**config.mk**
```make
export PLATFORM = sky130hd
export DESIGN_NAME = shrot_unit
export DESIGN_NICKNAME = d
export VERILOG_FILES = /design/src/rtl/shrot_pkg.sv /design/src/rtl/shrot_ctrl.sv /design/src/rtl/shrot_datapath.sv /design/src/rtl/shrot_unit.sv
export SDC_FILE = /design/constraint.sdc
export NUM_CORES = 1
export LEC_CHECK = 0
export BUFFER_PORTS_ARGS = -buffer_cell sky130_fd_sc_hd__buf_4
export CORE_ASPECT_RATIO = 0.9
export CORE_MARGIN = 2
export CORE_UTILIZATION = 34
export DETAILED_ROUTE_END_ITERATION = 8
export PLACE_DENSITY = 0.55
export SETUP_SLACK_MARGIN = 0.05
export SYNTH_ARGS = -nofsm -noshare
export SYNTH_HDL_FRONTEND = slang
export SYNTH_HIERARCHICAL = 1
export SYNTH_SLANG_ARGS = --single-unit
```
**constraint.sdc**
```tcl
create_clock -name vclk -period 21
set_input_delay 4.2 -clock vclk [all_inputs]
set_output_delay 4.2 -clock vclk [all_outputs]
set_load 0.02 [all_outputs]
```
**src/rtl/shrot_pkg.sv**
```systemverilog
package shrot_pkg;

  typedef enum logic [2:0] {
    OP_LSL  = 3'd0,
    OP_ASL  = 3'd1,
    OP_LSR  = 3'd2,
    OP_ASR  = 3'd3,
    OP_ROTL = 3'd4,
    OP_ROTR = 3'd5,
    OP_RCYL = 3'd6,
    OP_RCYR = 3'd7
  } shrot_op_e;

  // Strobes from decode to datapath
  typedef struct packed {
    logic goLeft;    // direction of motion
    logic signFill;  // right shift copies the top bit
    logic rotate;    // bits wrap around instead of dropping
    logic viaCarry;  // carry joins the rotated value
    logic isShift;   // zero flag is reported
  } shrot_ctrl_t;

endpackage

```
**src/rtl/shrot_ctrl.sv**
```systemverilog
module shrot_ctrl
  import shrot_pkg::*;
(
  input  logic [2:0]  opSel,
  output shrot_ctrl_t ctrl
);

  shrot_op_e op;
  assign op = shrot_op_e'(opSel);

  always_comb begin
    ctrl = '0;
    unique case (op)
      OP_LSL, OP_ASL: begin ctrl.goLeft = 1'b1; ctrl.isShift = 1'b1; end
      OP_LSR:         begin ctrl.isShift = 1'b1; end
      OP_ASR:         begin ctrl.isShift = 1'b1; ctrl.signFill = 1'b1; end
      OP_ROTL:        begin ctrl.rotate = 1'b1; ctrl.goLeft = 1'b1; end
      OP_ROTR:        begin ctrl.rotate = 1'b1; end
      OP_RCYL:        begin ctrl.rotate = 1'b1; ctrl.viaCarry = 1'b1; ctrl.goLeft = 1'b1; end
      OP_RCYR:        begin ctrl.rotate = 1'b1; ctrl.viaCarry = 1'b1; end
      default:        ctrl = '0;
    endcase
  end

endmodule

```
**src/rtl/shrot_datapath.sv**
```systemverilog
module shrot_datapath
  import shrot_pkg::*;
#(
  parameter int W        = 16,
  parameter int CNT_BITS = 5
) (
  input  logic [W-1:0]        srcIn,
  input  logic [CNT_BITS-1:0] cnt,
  input  logic                carryIn,
  input  shrot_ctrl_t         ctrl,
  output logic [W-1:0]        resultOut,
  output logic                carryOut,
  output logic                zeroOut
);

  localparam int SPAN = 1 << CNT_BITS;
  localparam int RCW  = W + 1;

  // Shift paths: a guard bit catches the last bit that leaves
  logic [W+SPAN-1:0] leftWide;
  logic [W+SPAN:0]   rightWide;
  logic              fillBit;

  assign fillBit   = ctrl.signFill & srcIn[W-1];
  assign leftWide  = {{SPAN{1'b0}}, srcIn} << cnt;
  assign rightWide = {{SPAN{fillBit}}, srcIn, 1'b0} >> cnt;

  // Plain rotate over a doubled copy
  int unsigned        rotAmt;
  logic [2*W-1:0]     dbl, rotLWide, rotRWide;
  assign rotAmt   = 32'(cnt) % W;
  assign dbl      = {srcIn, srcIn};
  assign rotLWide = dbl << rotAmt;
  assign rotRWide = dbl >> rotAmt;

  // Rotate through carry over a width-plus-one value
  int unsigned        rcAmt;
  logic [2*RCW-1:0]   dblC, rcLWide, rcRWide;
  assign rcAmt   = 32'(cnt) % RCW;
  assign dblC    = {carryIn, srcIn, carryIn, srcIn};
  assign rcLWide = dblC << rcAmt;
  assign rcRWide = dblC >> rcAmt;

  always_comb begin
    resultOut = srcIn;
    carryOut  = carryIn;
    if (cnt != '0) begin
      if (!ctrl.rotate) begin
        if (ctrl.goLeft) begin
          resultOut = leftWide[W-1:0];
          carryOut  = leftWide[W];
        end else begin
          resultOut = rightWide[W:1];
          carryOut  = rightWide[0];
        end
      end else if (ctrl.viaCarry) begin
        if (ctrl.goLeft) begin
          resultOut = rcLWide[2*RCW-2:RCW];
          carryOut  = rcLWide[2*RCW-1];
        end else begin
          resultOut = rcRWide[W-1:0];
          carryOut  = rcRWide[W];
        end
      end else begin
        if (ctrl.goLeft) begin
          resultOut = rotLWide[2*W-1:W];
          carryOut  = rotLWide[W];
        end else begin
          resultOut = rotRWide[W-1:0];
          carryOut  = rotRWide[W-1];
        end
      end
    end
  end

  assign zeroOut = ctrl.isShift && (resultOut == '0);

endmodule

```
**src/rtl/shrot_unit.sv**
```systemverilog
module shrot_unit
  import shrot_pkg::*;
#(
  parameter int W        = 16,
  parameter int AMT_W    = 8,
  parameter int CNT_BITS = 5
) (
  input  logic [W-1:0]     srcIn,
  input  logic [AMT_W-1:0] amtIn,
  input  logic             carryIn,
  input  logic [2:0]       opSel,
  output logic [W-1:0]     resultOut,
  output logic             carryOut,
  output logic             zeroOut
);

  shrot_ctrl_t         ctrl;
  logic [CNT_BITS-1:0] cnt;

  generate
    if (AMT_W > CNT_BITS) begin : g_mask
      logic unusedAmtHigh;
      assign unusedAmtHigh = ^amtIn[AMT_W-1:CNT_BITS];
      assign cnt = amtIn[CNT_BITS-1:0];
    end else begin : g_pad
      assign cnt = CNT_BITS'(amtIn);
    end
  endgenerate

  shrot_ctrl ctrl_i (
    .opSel (opSel),
    .ctrl  (ctrl)
  );

  shrot_datapath #(.W(W), .CNT_BITS(CNT_BITS)) dp_i (
    .srcIn     (srcIn),
    .cnt       (cnt),
    .carryIn   (carryIn),
    .ctrl      (ctrl),
    .resultOut (resultOut),
    .carryOut  (carryOut),
    .zeroOut   (zeroOut)
  );

endmodule

```
==> reports/results.tsv <==
metric	value	unit
Final HPWL DP	29410	µm
antenna violations before repair	1	
vias	9907	
Net Sw Frac	69.21	%
post-CTS resize count	0	
Setup Fix Bufs, Post-CTS	0	
Routed Antenna Nets	0	
non-filler cells in the finished layout	1338	
part of the power in combinational logic	100.0	%
Die W	157.3	µm
Multi-input gate area	6564	µm²
mapped cell area	7188	µm²
final-report max-slew violation count	0	
worst-case vdd ir drop	17.51	µV
number of synthesis warnings	6	
die height	141.9	µm
Startpoint Class	primary input	
I/O pin count	46	
area post-placement	7522	µm²
crit path DAT	10.77	ns
Initial Util	34.61	%
post-route setup slack	6.029	ns
Max Cap Violations	0	
die footprint	22320	µm²
Routed WL per cell	29.88	µm
register area share after synthesis	0	%
Core ar.	20770	µm²
unrepaired setup endpoints after global routing	false	
Port Buffers	43	
highest clock rate	0.06679	GHz
first-pass GRT wire length	59060	µm
Storage cell area	0	µm²
total power	282.4	µW
Final TNS setup	0	ns
vias in the first global route	8808	
fill count	2342	
Post-Layout Inst Area	7525	µm²
worst hold slack	8.956	ns
Pwr Density	37.53	nW/µm²
critical setup path kind	in -> out	
Crit path required time	16.80	ns
fin util	36.23	%
Post-Syn Instances	1113	
Syn-to-layout area delta	4.682	%
std cell rows	50	
share of cells above drive strength 1	14.18	%
mean area per synthesized cell	6.458	µm²
sequential cell count	0	
Placed Cells	1337	
Yosys top cell area share	9.469	%
Post-layout nets	1084	
Max Fanout on Critical Path	51	
post-place setup slack	6.321	ns
GPL Wtd Cong	1.021	
largest cells by area after synthesis	mux2i_1 9.5%, mux4_2 8.1%, a21oi_1 7.4%	
CP Capture Type	primary output	
slew of the pin with the lowest slew margin	1.170	ns
GRT Total Usage	34.92	%
final hold violations	0	
Int Pwr	86.94	µW
max_slew headroom	21.84	%
Static Leakage	2.641	nW
min-delay worst type	in -> out	
sequential share of power	0	%
Via density	7.404	
total iterations of the first detailed-routing run	7	
Synth cell types	80	
Mapped Nets	1144	
outcome	finished, final reports clean	
# DRC	0	
grt ovf	0	
Finish-stage setup viols	0	
pin count of the biggest net entering global routing	72	
Clock Buffer Count	0	
clock power share	0	%
Iteration-0 DRC Markers	1636	
CTS Hold Bufs	0	
Net Switching	195.5	µW
period utilisation layout	71.29	%
Period minus WS final	14.97	ns
Total Wirelength	39980	µm
most area-hungry cell type in the Yosys netlist	mux2i_1	
## worst max-delay path: stages
cell      delay [ns]
buf_4           0.24
inv_1           0.24
ha_1            0.50
or3b_2          0.53
ha_1            0.19
buf_4           0.22
inv_1           0.40
a221oi_4        0.12
buf_4           0.32
a221oi_1        0.48
nor3_1          0.12
nor4_2          0.71
nor2_1          0.09
nor4_1          0.67
o41ai_1         0.28
or4_1           0.53
or4_1           0.49
nor3_1          0.21
buf_4           0.17
## power by group through the flow
stage | Clock (mW) | Sequential (mW) | Combinational [mW]
final | 0.0000000204 | 0 | 0.282
after global routing | 0 | 0 | 0.295
after CTS | 0 | 0 | 0.269
after detailed placement | 0 | 0 | 0.268
after global placement | 0 | 0 | 0.272
after floorplan | 0 | 0 | 0.178
## synth_stat cells (14+ instances only)
master,instances
nor3_1,57
o21ai_0,57
o211ai_1,22
a22oi_1,28
a221oi_2,14
a31oi_1,19
mux2i_1,68
a211oi_1,17
a21oi_1,107
mux2_2,17
mux4_2,26
a221oi_1,34
o22ai_1,15
nand3_1,22
nor2_1,118
buf_2,36
inv_1,21
o31ai_1,18
nand2_1,120
clkbuf_1,70
buf_1,18
## cells by family (layout without fill, tap and decap cells)
logic type / count (synthesis) / count (layout) / synth area share (%)
fa+ha+maj: 3 / 3 / 0.5222
simple gates: 401 / 401 / 26.01
other cells: 0 / 1 / 0
buf+inv: 154 / 92 / 9.243
compound gates: 443 / 443 / 43.79
mux: 112 / 112 / 20.44
## final timing paths
path,startpoint,endpoint,slack [ns],cells past startpoint
setup / recovery,amtIn[1],zeroOut,6.03,19
hold / removal,carryIn,carryOut,8.96,4
## per-layer routing
metal / GRT usage, % / share of wire [%] / up-vias
met3: 10.14 / 13 / 111
met5: 0 / 0.028 / -
li1: - / - / 4266
met4: 9.761 / 3.5 / 2
met2: 49.87 / 41 / 798
met1: 50.56 / 42 / 4730
## layout make-up
cell class                 instances  share of cell area [%]
inverter                          24                   1.197
antenna                            1                 0.03326
multi-input combinational        959                   87.23
timing repair buffer              68                   6.784
tap                              286                   4.756
## layout by cell type, fill, tap and decap left out, drive strengths merged, types with 13 or more instances in the layout
cell type  instances
o22ai             15
nand3             22
a211oi            17
a22oi             29
a21oi            107
mux2i             68
a221oi            48
nand2            120
nor4              13
o31ai             18
o21ai             65
a31oi             19
buf               68
nor2             119
mux2              18
mux4              26
nor3              58
inv               21
o211ai            22
(Power assumes the default switching activity.)
